### src/rtl/acc_alu_pkg.sv
package acc_alu_pkg;

   typedef enum logic [3:0] {
      FN_ADD  = 4'b0000,
      FN_AND  = 4'b0001,
      FN_OR   = 4'b0010,
      FN_XOR  = 4'b0011,
      FN_NOT  = 4'b0100,
      FN_RRC  = 4'b0101,
      FN_RLC  = 4'b0110,
      FN_MUL  = 4'b0111,
      FN_SUB  = 4'b1000,
      FN_SWAP = 4'b1111
   } alu_fn_e;

   typedef enum logic [1:0] {
      SA_WREG = 2'b00,
      SA_FILE = 2'b01,
      SA_LIT  = 2'b10,
      SA_MASK = 2'b11
   } src_a_e;

   typedef enum logic [1:0] {
      SB_WREG = 2'b00,
      SB_FILE = 2'b01,
      SB_ZERO = 2'b10,
      SB_ONE  = 2'b11
   } src_b_e;

endpackage

### src/rtl/acc_alu_opsel.sv
module acc_alu_opsel
   import acc_alu_pkg::*;
#(
   parameter int DATA_W = 8,
   parameter int IDX_W  = $clog2(DATA_W)
) (
   input  logic [DATA_W-1:0] w_val,
   input  logic [DATA_W-1:0] file_val,
   input  logic [DATA_W-1:0] lit_val,
   input  logic [IDX_W-1:0]  bit_idx,
   input  logic              mask_inv,
   input  logic [1:0]        sel_a,
   input  logic [1:0]        sel_b,
   output logic [DATA_W-1:0] opnd_a,
   output logic [DATA_W-1:0] opnd_b
);

   logic [DATA_W-1:0] mask;

   for (genvar g = 0; g < DATA_W; g++) begin : g_mask
      assign mask[g] = (bit_idx == IDX_W'(g)) ^ mask_inv;
   end

   always_comb begin
      case (src_a_e'(sel_a))
         SA_WREG: opnd_a = w_val;
         SA_FILE: opnd_a = file_val;
         SA_LIT:  opnd_a = lit_val;
         default: opnd_a = mask;
      endcase
   end

   always_comb begin
      case (src_b_e'(sel_b))
         SB_WREG: opnd_b = w_val;
         SB_FILE: opnd_b = file_val;
         SB_ZERO: opnd_b = '0;
         default: opnd_b = DATA_W'(1);
      endcase
   end

endmodule

### src/rtl/acc_alu_fn.sv
module acc_alu_fn
   import acc_alu_pkg::*;
#(
   parameter int DATA_W = 8
) (
   input  logic [DATA_W-1:0] opnd_a,
   input  logic [DATA_W-1:0] opnd_b,
   input  logic              carry_in,
   input  logic [3:0]        func,
   output logic [DATA_W-1:0] res,
   output logic              res_zero,
   output logic              res_carry
);

   localparam int HALF = DATA_W / 2;

   logic [DATA_W:0]     sum_x;
   logic [DATA_W:0]     dif_x;
   logic [2*DATA_W-1:0] prod;

   assign sum_x = {1'b0, opnd_a} + {1'b0, opnd_b};
   assign dif_x = {1'b0, opnd_a} - {1'b0, opnd_b};
   assign prod  = {{DATA_W{1'b0}}, opnd_a} * {{DATA_W{1'b0}}, opnd_b};

   always_comb begin
      res       = '0;
      res_carry = 1'b0;
      case (func)
         FN_ADD: begin
            res       = sum_x[DATA_W-1:0];
            res_carry = sum_x[DATA_W];
         end
         FN_SUB: begin
            res       = dif_x[DATA_W-1:0];
            res_carry = ~dif_x[DATA_W];
         end
         FN_AND:  res = opnd_a & opnd_b;
         FN_OR:   res = opnd_a | opnd_b;
         FN_XOR:  res = opnd_a ^ opnd_b;
         FN_NOT:  res = ~opnd_a;
         FN_RRC: begin
            res       = {carry_in, opnd_a[DATA_W-1:1]};
            res_carry = opnd_a[0];
         end
         FN_RLC: begin
            res       = {opnd_a[DATA_W-2:0], carry_in};
            res_carry = opnd_a[DATA_W-1];
         end
         FN_MUL: begin
            res       = prod[DATA_W-1:0];
            res_carry = |prod[2*DATA_W-1:DATA_W];
         end
         FN_SWAP: res = {opnd_a[HALF-1:0], opnd_a[DATA_W-1:HALF]};
         default: begin
            res       = '0;
            res_carry = 1'b0;
         end
      endcase
   end

   assign res_zero = ~|res;

endmodule

### src/rtl/acc_alu_stage.sv
module acc_alu_stage #(
   parameter int DATA_W  = 8,
   parameter bit REG_OUT = 1'b1
) (
   input  logic              clk,
   input  logic              rst_n,
   input  logic [DATA_W-1:0] d_res,
   input  logic              d_zero,
   input  logic              d_carry,
   output logic [DATA_W-1:0] q_res,
   output logic              q_zero,
   output logic              q_carry
);

   if (REG_OUT) begin : g_reg
      always_ff @(posedge clk or negedge rst_n) begin
         if (!rst_n) begin
            q_res   <= '0;
            q_zero  <= 1'b0;
            q_carry <= 1'b0;
         end else begin
            q_res   <= d_res;
            q_zero  <= d_zero;
            q_carry <= d_carry;
         end
      end
   end else begin : g_pass
      assign q_res   = d_res;
      assign q_zero  = d_zero;
      assign q_carry = d_carry;
   end

endmodule

### src/rtl/acc_alu.sv
module acc_alu #(
   parameter int DATA_W  = 8,
   parameter bit REG_OUT = 1'b1,
   localparam int IDX_W  = $clog2(DATA_W)
) (
   input  logic              clk,
   input  logic              rst_n,
   input  logic [DATA_W-1:0] w_val,
   input  logic [DATA_W-1:0] file_val,
   input  logic [DATA_W-1:0] lit_val,
   input  logic [IDX_W-1:0]  bit_idx,
   input  logic              carry_in,
   input  logic [1:0]        sel_a,
   input  logic [1:0]        sel_b,
   input  logic [3:0]        func,
   input  logic              mask_inv,
   output logic [DATA_W-1:0] result,
   output logic              zero,
   output logic              carry_out
);

   if (DATA_W < 4 || (DATA_W % 2) != 0) begin : g_bad_width
      $error("acc_alu: DATA_W must be even and at least 4");
   end

   logic [DATA_W-1:0] opnd_a;
   logic [DATA_W-1:0] opnd_b;
   logic [DATA_W-1:0] fn_res;
   logic              fn_zero;
   logic              fn_carry;

   acc_alu_opsel #(.DATA_W(DATA_W), .IDX_W(IDX_W)) opsel_i (
      .w_val    (w_val),
      .file_val (file_val),
      .lit_val  (lit_val),
      .bit_idx  (bit_idx),
      .mask_inv (mask_inv),
      .sel_a    (sel_a),
      .sel_b    (sel_b),
      .opnd_a   (opnd_a),
      .opnd_b   (opnd_b)
   );

   acc_alu_fn #(.DATA_W(DATA_W)) fn_i (
      .opnd_a    (opnd_a),
      .opnd_b    (opnd_b),
      .carry_in  (carry_in),
      .func      (func),
      .res       (fn_res),
      .res_zero  (fn_zero),
      .res_carry (fn_carry)
   );

   acc_alu_stage #(.DATA_W(DATA_W), .REG_OUT(REG_OUT)) stage_i (
      .clk     (clk),
      .rst_n   (rst_n),
      .d_res   (fn_res),
      .d_zero  (fn_zero),
      .d_carry (fn_carry),
      .q_res   (result),
      .q_zero  (zero),
      .q_carry (carry_out)
   );

endmodule

### config.mk
export PLATFORM = sky130hd
export DESIGN_NAME = acc_alu
export DESIGN_NICKNAME = d
export VERILOG_FILES = /design/src/rtl/acc_alu_pkg.sv /design/src/rtl/acc_alu_opsel.sv /design/src/rtl/acc_alu_fn.sv /design/src/rtl/acc_alu_stage.sv /design/src/rtl/acc_alu.sv
export SDC_FILE = /design/constraint.sdc
export NUM_CORES = 1
export LEC_CHECK = 0
export ABC_AREA = 1
export ABC_CLOCK_PERIOD_IN_PS = 800
export BUFFER_PORTS_ARGS = -buffer_cell sky130_fd_sc_hd__buf_4
export CORE_UTILIZATION = 50
export DETAILED_ROUTE_END_ITERATION = 10
export GPL_TIMING_DRIVEN = 0
export PLACE_DENSITY = 0.8
export SYNTH_ARGS = -nofsm -noshare
export SYNTH_HDL_FRONTEND = slang
export SYNTH_SLANG_ARGS = --single-unit
### constraint.sdc
create_clock -name clk -period 0.8 [get_ports clk]
set_clock_uncertainty 0.05 [all_clocks]
set_input_delay 0.08 -clock clk [delete_from_list [all_inputs] [get_ports clk]]
set_output_delay 0.08 -clock clk [all_outputs]
set_load 0.01 [all_outputs]
==> flow_metrics.tcl <==
set metrics [dict create \
    status "finished, violations left" \
    violations "negative setup slack" \
    relSlewSlack_pct 36.8 \
    power_density_nw_per_um2 1280 \
    crit_end "stage_i.q_carry$_DFF_PN0_" \
    tightest_slew_ns 0.945 \
    yosysWarnings 0 \
    setup_violations 20 \
    dp_hpwl_um 12000 \
    numCtsBuffers 3 \
    utilization_pct 73.8 \
    post_drt_wl_per_cell_um 16.6 \
    place_ws_ns -3.95 \
    rsz0062_at_grt "true" \
    diodes 0 \
    dr_total_vias 5339 \
    drive_gt1_share_pct 32.4 \
    hold_violations 0 \
    tns_ns -25.97 \
    finalNetCount 984 \
    grt_max_degree 11 \
    grt_pass1_vias 5468 \
    dr.pass1.iters 8 \
    antenna_found_initial 0 \
    pin_count 49 \
    fmax_mhz 228 \
    grt-ovfl-total 0 \
    drt_iter0_drc 458 \
    startpoint "sel_a[0]" \
    clk_pin_slew_ns 0.05 \
    fin_ws_ns -3.58 \
    vias_per_cell 5.60 \
    maxCapViolations 0 \
    clock_path_buffers 2 \
    syn_nets 886 \
    finalMaxSlewViolations 0 \
    period_share_pct 547 \
    drt-total-wl_um 15900 \
    ys_ff_latch 10 \
    cts_tree "built" \
    cellLeakagePower_nw 3.34 \
    start_util_pct 52.5 \
    syn_inst 749 \
    vdd_drop_max_v 0.000907 \
    syn_area_um2 4650 \
    io_buffers 44 \
    grt_first_pass_wirelength_um 25500 \
    drc 0 \
    synth_seq_area_share_pct 5.39 \
    rows 34 \
    dieHeight_um 98.4 \
    grt_usage_pct 33.1 \
    ant_nets 0 \
    worstSetupPathType "input port to register" \
    coreArea_um2 8850 \
    fin_crit_ns 4.38 \
    avgSynthCellArea_um2 6.20 \
    h-tree-depth 1 \
    hold_class "input port to asynchronous set/reset pin" \
    worstPathArrival_ns 4.43 \
    crit_path_max_fanout 7 \
    die_x_um 98.4 \
    gp_congestion 0.943 \
    cts_sinks 10 \
    cp-end-kind "register" \
    dieArea_um2 9680 \
    worstPathRequired_ns 0.86 \
    synthToLayoutAreaGrowth_pct 40.6 \
    synth_cell_types 34 \
    root_buffer "clkbuf_8" \
    startpoint_type "input port" \
]
[worst min path at each step]
stage / slack [ns] / end / cells past startpoint / startpoint
final: 0.17 / stage_i.q_zero$_DFF_PN0_ / 2 / rst_n
after global routing: 0.18 / stage_i.q_res[3]$_DFF_PN0_ / 2 / rst_n
after CTS: 0.15 / stage_i.q_res[7]$_DFF_PN0_ / 2 / rst_n
after detailed placement: -0.14 / stage_i.q_carry$_DFF_PN0_ / 1 / rst_n
after global placement: -0.14 / stage_i.q_carry$_DFF_PN0_ / 1 / rst_n
after floorplan: -0.27 / stage_i.q_carry$_DFF_PN0_ / 0 / rst_n
[state kept, by name, indices dropped and copies added (netlist names)]
register         cells
stage_i.q_res        8
stage_i.q_zero       1
stage_i.q_carry      1
[stage by stage]
step / cell area [µm²] / std cells / power [mW] / hold slack, ns
2_1_floorplan: 5090 / 749 / 4.86 / -0.266
3_5_place_dp: 5560 / 901 / 6.29 / -0.138
3_3_place_gp: 5560 / 901 / 6.19 / -0.144
5_1_grt: 6530 / 954 / 9.13 / 0.181
6_report: 6530 / 954 / 8.35 / 0.172
4_1_cts: 6240 / 938 / 7.78 / 0.151
[cell families after synthesis]
group / share of synthesized area [%]
AOI/OAI and AO/OA: 5.90
xor gates and xnor gates: 0.566
adders and majority gates: 32.5
buffers and inverters: 14.1
DFF: 5.39
and+or+nand+nor: 41.5
[critical path, stage by stage]
cell and delay, ns:
buf_12 0.11, buf_12 0.12, nor2_4 0.24, nand2_2 0.10
nand3_4 0.11, nand2_8 0.08, inv_8 0.07, buf_4 0.11
nand2_1 0.06, fa_1 0.49, fa_1 0.56, fa_1 0.45
fa_1 0.49, inv_1 0.06, ha_4 0.29, nand2_2 0.07
nor2_2 0.13, nand3_2 0.11, nand2_2 0.09, nand2_1 0.05
nand2_1 0.05, nand3_1 0.06, nor2_1 0.13, nand3_2 0.12
nand2_2 0.10, nand3_2 0.09
[Yosys cell counts, drive strengths merged]
master	instances	share of area, %
dfrtp	10	5.4
clkinv	1	0.35
nor2	94	7.9
o21a	1	0.16
a21oi	15	1.6
ha	60	16
nand2	216	19
o21bai	3	0.48
nand4	20	2.7
nand3b	5	0.81
buf	10	1.5
or2	2	0.27
o22ai	11	1.5
o21ai	20	2.2
nor3	3	0.43
xnor2	2	0.38
nand3	87	11
xor2	1	0.19
clkbuf	1	0.081
inv	149	12
fa	38	16
[placed cells by master, fill, tap and decap left out, types with 17 or more instances in the layout]
| cell type | count |
|---|---|
| inv_2 | 22 |
| nand2_1 | 181 |
| fa_1 | 33 |
| nand3_2 | 17 |
| inv_1 | 113 |
| ha_1 | 37 |
| nand4_1 | 20 |
| nand3_1 | 61 |
| ha_4 | 21 |
| nand2_2 | 23 |
| nor2_1 | 69 |
| buf_4 | 70 |
[metal layers]
layer	vias to the layer above	global-route usage [%]	share of wire (%)
li1	2546	-	-
met1	2509	40.6	40
met2	220	58.1	49
met3	64	2.86	6.0
met4	0	16.3	5.3
met5	-	0	0
[layout make-up]
| class | instances | area [µm²] |
|---|---|---|
| Multi-Input combinational cell | 578 | 4480 |
| Fill cell | 701 | 2320 |
| Timing Repair Buffer | 93 | 838 |
| Inverter | 150 | 641 |
| Sequential cell | 10 | 250 |
| Tap cell | 108 | 135 |
| Buffer | 11 | 129 |
| Clock buffer | 4 | 55.1 |
[power breakdown]
part	total, mW	leakage, nW	internal (mW)	switching [mW]
clock network	0.624	0.0288	0.432	0.192
registers	0.630	0.130	0.591	0.0394
logic	7.10	3.19	3.03	4.06
[repair_timing]
item,CTS,global route
hold buffers,1,0
gates cloned,1,1
endpoints found under the hold margin,10,0
buffers inserted,31,17
setup endpoints to repair,20,20
gates resized for setup,95,44
pin swaps,57,30
(Power assumes the default switching activity.)
